==> src/rtl/ptg_pkg.sv <==
package ptg_pkg;

    typedef enum logic [1:0] {
        ST_OFF    = 2'd0,
        ST_BLANK  = 2'd1,
        ST_ACTIVE = 2'd2,
        ST_DRAIN  = 2'd3
    } ptg_state_e;

    // Map a logical "asserted" flag to a pin level under a polarity bit.
    function automatic logic pin_level(input logic asserted, input logic active_high);
        return active_high ? asserted : ~asserted;
    endfunction

endpackage

==> src/rtl/ptg_axis_cnt.sv <==
module ptg_axis_cnt #(
    parameter int W = 12
) (
    input  logic         clk,
    input  logic         rst_n,
    input  logic         clr,
    input  logic         step,
    input  logic [W-1:0] total,
    input  logic [W-1:0] pulse_w,
    input  logic [W-1:0] wait_c,
    input  logic [W-1:0] span,
    output logic         at_last,
    output logic         in_pulse,
    output logic         in_span
);
    localparam int EW = W + 1;

    logic [W-1:0]  cnt;
    logic [EW-1:0] span_end;

    assign span_end = {1'b0, wait_c} + {1'b0, span};
    assign at_last  = (cnt == total - W'(1));
    assign in_pulse = (cnt < pulse_w);
    assign in_span  = ({1'b0, cnt} >= {1'b0, wait_c}) && ({1'b0, cnt} < span_end);

    always_ff @(posedge clk or negedge rst_n) begin
        if (!rst_n) begin
            cnt <= '0;
        end else if (clr) begin
            cnt <= '0;
        end else if (step) begin
            cnt <= at_last ? '0 : cnt + W'(1);
        end
    end

    // R2 (line counter) and R4 (frame counter): the position never leaves the period.
    assert_cnt_below_total_R2: assert property (@(posedge clk) disable iff (!rst_n || clr)
        (total > W'(1)) |-> (cnt < total));

endmodule

==> src/rtl/ptg_ctrl.sv <==
module ptg_ctrl (
    input  logic clk,
    input  logic rst_n,
    input  logic sync_en,
    input  logic run_req,
    input  logic wrap,
    output logic sync_on,
    output logic data_on
);
    import ptg_pkg::*;

    ptg_state_e state_q, state_d;

    always_ff @(posedge clk or negedge rst_n) begin
        if (!rst_n) state_q <= ST_OFF;
        else        state_q <= state_d;
    end

    always_comb begin
        state_d = state_q;
        unique case (state_q)
            ST_OFF: begin
                if (sync_en) state_d = ST_BLANK;
            end
            ST_BLANK: begin
                if (!sync_en)            state_d = ST_OFF;
                else if (wrap && run_req) state_d = ST_ACTIVE;
            end
            ST_ACTIVE: begin
                if (!run_req) state_d = ST_DRAIN;
            end
            ST_DRAIN: begin
                if (wrap) state_d = (run_req && sync_en) ? ST_ACTIVE : ST_BLANK;
            end
            default: state_d = ST_OFF;
        endcase
    end

    always_comb begin
        sync_on = 1'b0;
        data_on = 1'b0;
        unique case (state_q)
            ST_OFF:    begin sync_on = 1'b0; data_on = 1'b0; end
            ST_BLANK:  begin sync_on = 1'b1; data_on = 1'b0; end
            ST_ACTIVE: begin sync_on = 1'b1; data_on = 1'b1; end
            ST_DRAIN:  begin sync_on = 1'b1; data_on = 1'b1; end
            default:   begin sync_on = 1'b0; data_on = 1'b0; end
        endcase
    end

    // the syncs are only ever shut off from the idle-sync state.
    assert_stop_after_run_R12: assert property (@(posedge clk) disable iff (!rst_n)
        ((state_q == ST_OFF) && ($past(state_q) != ST_OFF)) |-> ($past(state_q) == ST_BLANK));

    // a drain always completes at a frame boundary.
    assert_drain_exit_R10: assert property (@(posedge clk) disable iff (!rst_n)
        ((state_q == ST_DRAIN) && !wrap) |=> (state_q == ST_DRAIN));

endmodule

==> src/rtl/panel_timing_gen.sv <==
module panel_timing_gen #(
    parameter int HW = 12,
    parameter int VW = 12,
    parameter int AW = 32
) (
    input  logic          clk,
    input  logic          rst_n,
    input  logic          sync_en,
    input  logic          run_req,
    input  logic [HW-1:0] cfg_line_total,
    input  logic [HW-1:0] cfg_hs_width,
    input  logic [HW-1:0] cfg_h_wait,
    input  logic [HW-1:0] cfg_h_active,
    input  logic [VW-1:0] cfg_frame_total,
    input  logic [VW-1:0] cfg_vs_width,
    input  logic [VW-1:0] cfg_v_wait,
    input  logic [VW-1:0] cfg_v_active,
    input  logic          cfg_hs_high,
    input  logic          cfg_vs_high,
    input  logic          cfg_de_high,
    input  logic          cfg_edge_fall,
    input  logic [AW-1:0] next_base,
    output logic [AW-1:0] cur_base,
    output logic          hsync_o,
    output logic          vsync_o,
    output logic          de_o,
    output logic          pix_req_o,
    output logic          pix_edge_fall_o,
    output logic          running_o,
    output logic          frame_done_o
);
    import ptg_pkg::*;

    logic sync_on, data_on, wrap, load;
    logic h_last, h_pulse, h_span;
    logic v_last, v_pulse, v_span;

    // Shadowed timing, reloaded only while off or at the frame boundary.
    logic [HW-1:0] sh_line_total, sh_hs_width, sh_h_wait, sh_h_active;
    logic [VW-1:0] sh_frame_total, sh_vs_width, sh_v_wait, sh_v_active;
    logic          sh_hs_high, sh_vs_high, sh_de_high, sh_edge_fall;

    assign wrap = sync_on && h_last && v_last;
    assign load = !sync_on || wrap;

    ptg_ctrl u_ctrl (
        .clk     (clk),
        .rst_n   (rst_n),
        .sync_en (sync_en),
        .run_req (run_req),
        .wrap    (wrap),
        .sync_on (sync_on),
        .data_on (data_on)
    );

    ptg_axis_cnt #(.W(HW)) u_hcnt (
        .clk      (clk),
        .rst_n    (rst_n),
        .clr      (!sync_on),
        .step     (sync_on),
        .total    (sh_line_total),
        .pulse_w  (sh_hs_width),
        .wait_c   (sh_h_wait),
        .span     (sh_h_active),
        .at_last  (h_last),
        .in_pulse (h_pulse),
        .in_span  (h_span)
    );

    ptg_axis_cnt #(.W(VW)) u_vcnt (
        .clk      (clk),
        .rst_n    (rst_n),
        .clr      (!sync_on),
        .step     (sync_on && h_last),
        .total    (sh_frame_total),
        .pulse_w  (sh_vs_width),
        .wait_c   (sh_v_wait),
        .span     (sh_v_active),
        .at_last  (v_last),
        .in_pulse (v_pulse),
        .in_span  (v_span)
    );

    always_ff @(posedge clk or negedge rst_n) begin
        if (!rst_n) begin
            sh_line_total  <= '0;
            sh_hs_width    <= '0;
            sh_h_wait      <= '0;
            sh_h_active    <= '0;
            sh_frame_total <= '0;
            sh_vs_width    <= '0;
            sh_v_wait      <= '0;
            sh_v_active    <= '0;
            sh_hs_high     <= 1'b0;
            sh_vs_high     <= 1'b0;
            sh_de_high     <= 1'b0;
            sh_edge_fall   <= 1'b0;
            cur_base       <= '0;
        end else if (load) begin
            sh_line_total  <= cfg_line_total;
            sh_hs_width    <= cfg_hs_width;
            sh_h_wait      <= cfg_h_wait;
            sh_h_active    <= cfg_h_active;
            sh_frame_total <= cfg_frame_total;
            sh_vs_width    <= cfg_vs_width;
            sh_v_wait      <= cfg_v_wait;
            sh_v_active    <= cfg_v_active;
            sh_hs_high     <= cfg_hs_high;
            sh_vs_high     <= cfg_vs_high;
            sh_de_high     <= cfg_de_high;
            sh_edge_fall   <= cfg_edge_fall;
            cur_base       <= next_base;
        end
    end

    assign pix_req_o       = data_on && h_span && v_span;
    assign running_o       = data_on;
    assign pix_edge_fall_o = sh_edge_fall;

    always_ff @(posedge clk or negedge rst_n) begin
        if (!rst_n) begin
            hsync_o      <= 1'b1;
            vsync_o      <= 1'b1;
            de_o         <= 1'b1;
            frame_done_o <= 1'b0;
        end else begin
            hsync_o      <= pin_level(sync_on && h_pulse, sh_hs_high);
            vsync_o      <= pin_level(sync_on && v_pulse, sh_vs_high);
            de_o         <= pin_level(pix_req_o, sh_de_high);
            frame_done_o <= wrap;
        end
    end

    // the base address holds steady between frame boundaries.
    assert_base_holds_R7: assert property (@(posedge clk) disable iff (!rst_n)
        (sync_on && !wrap) |=> $stable(cur_base));

    // the frame marker lasts a single cycle.
    assert_done_pulse_R7: assert property (@(posedge clk) disable iff (!rst_n)
        frame_done_o |=> !frame_done_o);

    // pixel transfer starts together with a frame marker.
    assert_run_on_boundary_R9: assert property (@(posedge clk) disable iff (!rst_n)
        $rose(running_o) |-> frame_done_o);

    // pixel transfer stops together with a frame marker.
    assert_stop_on_boundary_R10: assert property (@(posedge clk) disable iff (!rst_n)
        $fell(running_o) |-> frame_done_o);

endmodule

==> config.mk <==
export PLATFORM = sky130hd
export DESIGN_NAME = panel_timing_gen
export DESIGN_NICKNAME = d
export VERILOG_FILES = /design/src/rtl/ptg_pkg.sv /design/src/rtl/ptg_axis_cnt.sv /design/src/rtl/ptg_ctrl.sv /design/src/rtl/panel_timing_gen.sv
export SDC_FILE = /design/constraint.sdc
export NUM_CORES = 1
export LEC_CHECK = 0
export BUFFER_PORTS_ARGS = -buffer_cell sky130_fd_sc_hd__clkbuf_2
export CAP_MARGIN = 20
export CELL_PAD_IN_SITES_DETAIL_PLACEMENT = 1
export CELL_PAD_IN_SITES_GLOBAL_PLACEMENT = 2
export CORE_MARGIN = 2
export CORE_UTILIZATION = 30
export CTS_CLUSTER_SIZE = 25
export DETAILED_ROUTE_END_ITERATION = 8
export GPL_TIMING_DRIVEN = 0
export PLACE_DENSITY = 0.77
export SETUP_SLACK_MARGIN = 0.15
export SLEW_MARGIN = 10
export SYNTH_ARGS = -nofsm -noshare
export SYNTH_HDL_FRONTEND = slang
export SYNTH_HIERARCHICAL = 1
export SYNTH_SLANG_ARGS = --single-unit
==> constraint.sdc <==
create_clock -name clk -period 11.1 [get_ports clk]
set_clock_uncertainty 0.05 [all_clocks]
set_input_delay 0.555 -clock clk [delete_from_list [all_inputs] [get_ports clk]]
set_output_delay 0.555 -clock clk [all_outputs]
set_load 0.005 [all_outputs]
==> impl_metrics.json <==
{
  "leakage_uw": 0.005683,
  "drt-pass1-iter-count": 5,
  "drt_wl_total_um": 25590,
  "worst_skew_pair.late_latency_ns": 0.44,
  "syn-mean-instance-area_sq_um": 11.06,
  "synth_edf_count": 0,
  "post-cts-setup-buffer-count": 0,
  "numCtsBuffers": 17,
  "cts_resized": 0,
  "p_per_area_nw_per_um2": 137.6,
  "die-area_sq_um": 34450,
  "io_pins": 175,
  "nets": 1323,
  "r2r-end": "u_vcnt/cnt[11]",
  "drc_errors": 0,
  "finalMaxSlewViolations": 0,
  "clock_sinks": 162,
  "hpwl_um": 19700,
  "htree_levels": 4,
  "combPwrFrac_pct": 20.2,
  "grt_antenna_before_repair": 1,
  "max_cap_viol_count": 0,
  "synthesis.nets": 1129,
  "p_clk_share_pct": 38.3,
  "wl_per_cell_um": 16.57,
  "criticalPathCategory": "reg -> out",
  "seq_power_share_pct": 41.5,
  "drtAntennaViolNets": 0,
  "min_period_over_period_pct": 45.63,
  "io_buffers": 174,
  "clk_pin_slew_worst_paths_ns": 0.06,
  "worst_setup_path_start_kind": "flip-flop",
  "rrSetupSlack_ns": 6.86,
  "setup_viol": 0,
  "yosys_warnings": 6,
  "hold_viol_final": 0,
  "p_int_uw": 1183,
  "switching_share_pct": 28.16,
  "synthCells": 895,
  "antenna_cells": 0,
  "max-clock-path-buffers": 2,
  "num_rows": 66,
  "grt_usage_pct": 15.50,
  "rsz0062_at_grt": "no",
  "holdBufCountCts": 0,
  "root_buffer": "clkbuf_16",
  "synth-async-reset-ratio_pct": 100.0,
  "ys_seq_area_share_pct": 41.00,
  "die_h_um": 185.6,
  "final_cell_mix": "clkbuf_2 (173), dfrtp_1 (159), ha_1 (96)",
  "final_common_cell": "clkbuf_2",
  "p_sw_uw": 463.6,
  "critPathCaptureType": "output pin",
  "reg2regPathDepth": 13,
  "grt_pass1_vias": 8184,
  "via_per_inst": 4.817,
  "min_path_type": "in -> async",
  "power_uw": 1646,
  "vias": 7437,
  "die_w_um": 185.6,
  "coreArea_sq_um": 32540,
  "reg2reg_from": "sh_line_total[3]",
  "area_growth_pct": 20.88,
  "gp_congestion": 0.7780,
  "tightest_slew_ns": 0.7110,
  "status": "finished clean",
  "cts_tree": "done",
  "crit_arrival_ns": 4.46,
  "max_freq_ghz": 0.1974,
  "synth-main-ff-cell": "dfrtp_1",
  "drive_gt1_share_pct": 26.68,
  "ys_types": 71,
  "cp.required_ns": 10.50,
  "initial_core_util_pct": 30.41,
  "ys_ff_latch": 162,
  "syn_area_sq_um": 9896,
  "max_slew_margin_pct": 52.31,
  "peakVddDrop_v": 0.0001065,
  "drtIter0Drc": 225,
  "grt_overflow_total": 0,
  "setup_tns_ns": 0,
  "fin_crit_ns": 5.065,
  "grt_max_degree": 92,
  "grt_pass1_wl_um": 41520,
  "path_max_fanout": 3
}
## worst max-delay path by stage
stage / start / end / cells after the start
2_1_floorplan: sh_h_wait[0] / pix_req_o / 17
3_3_place_gp: rst_n / cur_base[19] / 1
4_1_cts: sh_h_wait[0] / pix_req_o / 18
3_5_place_dp: sh_h_wait[0] / pix_req_o / 18
5_1_grt: sh_h_wait[0] / pix_req_o / 18
6_report: sh_h_wait[0] / pix_req_o / 18
## cells by family (layout without fill, tap and decap cells)
family                     Yosys count  in the layout  synth area share (%)
buffers and inverters               92            299                 4.375
xor gates and xnor gates            52             52                 4.602
adders and majority gates           98             98                 12.54
AOI/OAI and AO/OA                  152            152                 10.22
and+or+nand+nor                    202            202                 11.72
muxes                              137            137                 15.54
DFF                                162            162                 41.00
## power by group through the flow
stage / logic, uW / registers [uW] / clock network [uW]
2_1_floorplan: 227 / 684 / 0
3_3_place_gp: 326 / 693 / 0
3_5_place_dp: 339 / 695 / 0
4_1_cts: 341 / 684 / 658
5_1_grt: 382 / 691 / 679
6_report: 333 / 683 / 631
## flip-flops by register name, indices dropped and copies added, names as in the netlist, 2 cells and up
name,flops
sh_frame_total,12
sh_vs_width,12
sh_h_active,12
sh_hs_width,12
u_vcnt/cnt,12
sh_h_wait,12
sh_v_active,12
cur_base,32
u_ctrl/state_q,2
sh_v_wait,12
sh_line_total,12
u_hcnt/cnt,12
## critical path: stages (launching register included)
cell and delay, ns:
dfrtp_1 0.38, ha_1 0.20, inv_1 0.06, fa_1 0.40, nor2b_1 0.11, o21ai_0 0.11
a21boi_0 0.33, o211ai_1 0.21, nand2b_1 0.11, a21oi_1 0.08, xor2_1 0.15, ha_1 0.29
a21oi_1 0.16, nor2b_1 0.06, a2111oi_0 0.38, o211ai_1 0.16, a32oi_1 0.39, and3_1 0.29
clkbuf_2 0.16
## through the flow
step	hold slack [ns]	setup WS, ns	area (sq um)	instances	util, %
2_1_floorplan	0.2094	7.392	9896	895	-
3_3_place_gp	0.3614	6.228	11320	1511	34.79
3_5_place_dp	0.3668	6.465	11360	1512	34.90
4_1_cts	0.08838	5.959	11960	1544	36.76
5_1_grt	0.09051	5.570	11960	1544	36.76
6_report	0.06452	6.035	11960	1544	36.76
## per-layer routing
layer	wire length [um]	track usage, %
met2	13200	28.22
met1	10850	17.88
met3	1188	4.520
met5	10	0
met4	338	3.496
## synthesized netlist by cell type, types with 3 or more instances
master	number	area [sq um]
buf_6	8	90.09
nor2b_1	12	75.07
a21oi_1	42	210.2
a31oi_1	5	31.28
o21a_1	9	67.56
nor4b_1	3	26.28
o211ai_1	8	60.06
nor4_1	22	137.6
dfrtp_1	159	3979
xor2_1	25	219.0
nor3_1	16	80.08
buf_2	6	30.03
nor2_1	38	142.6
o21ai_0	39	195.2
mux2_2	53	596.8
mux2_1	80	900.9
clkbuf_1	5	18.77
and2_1	5	31.28
a21boi_0	4	30.03
inv_1	69	259.0
ha_1	96	1201
a211oi_1	5	37.54
mux2i_1	4	40.04
nand2b_1	14	87.58
nand2_1	22	82.58
o311ai_0	4	35.03
and3_1	17	106.4
a21o_1	11	82.58
nand4_1	7	43.79
nand3_1	23	115.1
xnor2_1	27	236.5
or3_1	4	25.02
dfstp_2	3	78.83
## cell type report
cell class / instances / area, sq um
timing repair buffer: 175 / 907.1
buffer: 23 / 173.9
sequential: 162 / 4058
multi-input combinational: 641 / 5405
clock buffer: 23 / 447.9
clock inverter: 9 / 157.7
fill: 3698 / 20570
tap: 442 / 553.0
inverter: 69 / 259.0
(Power assumes the default switching activity.)
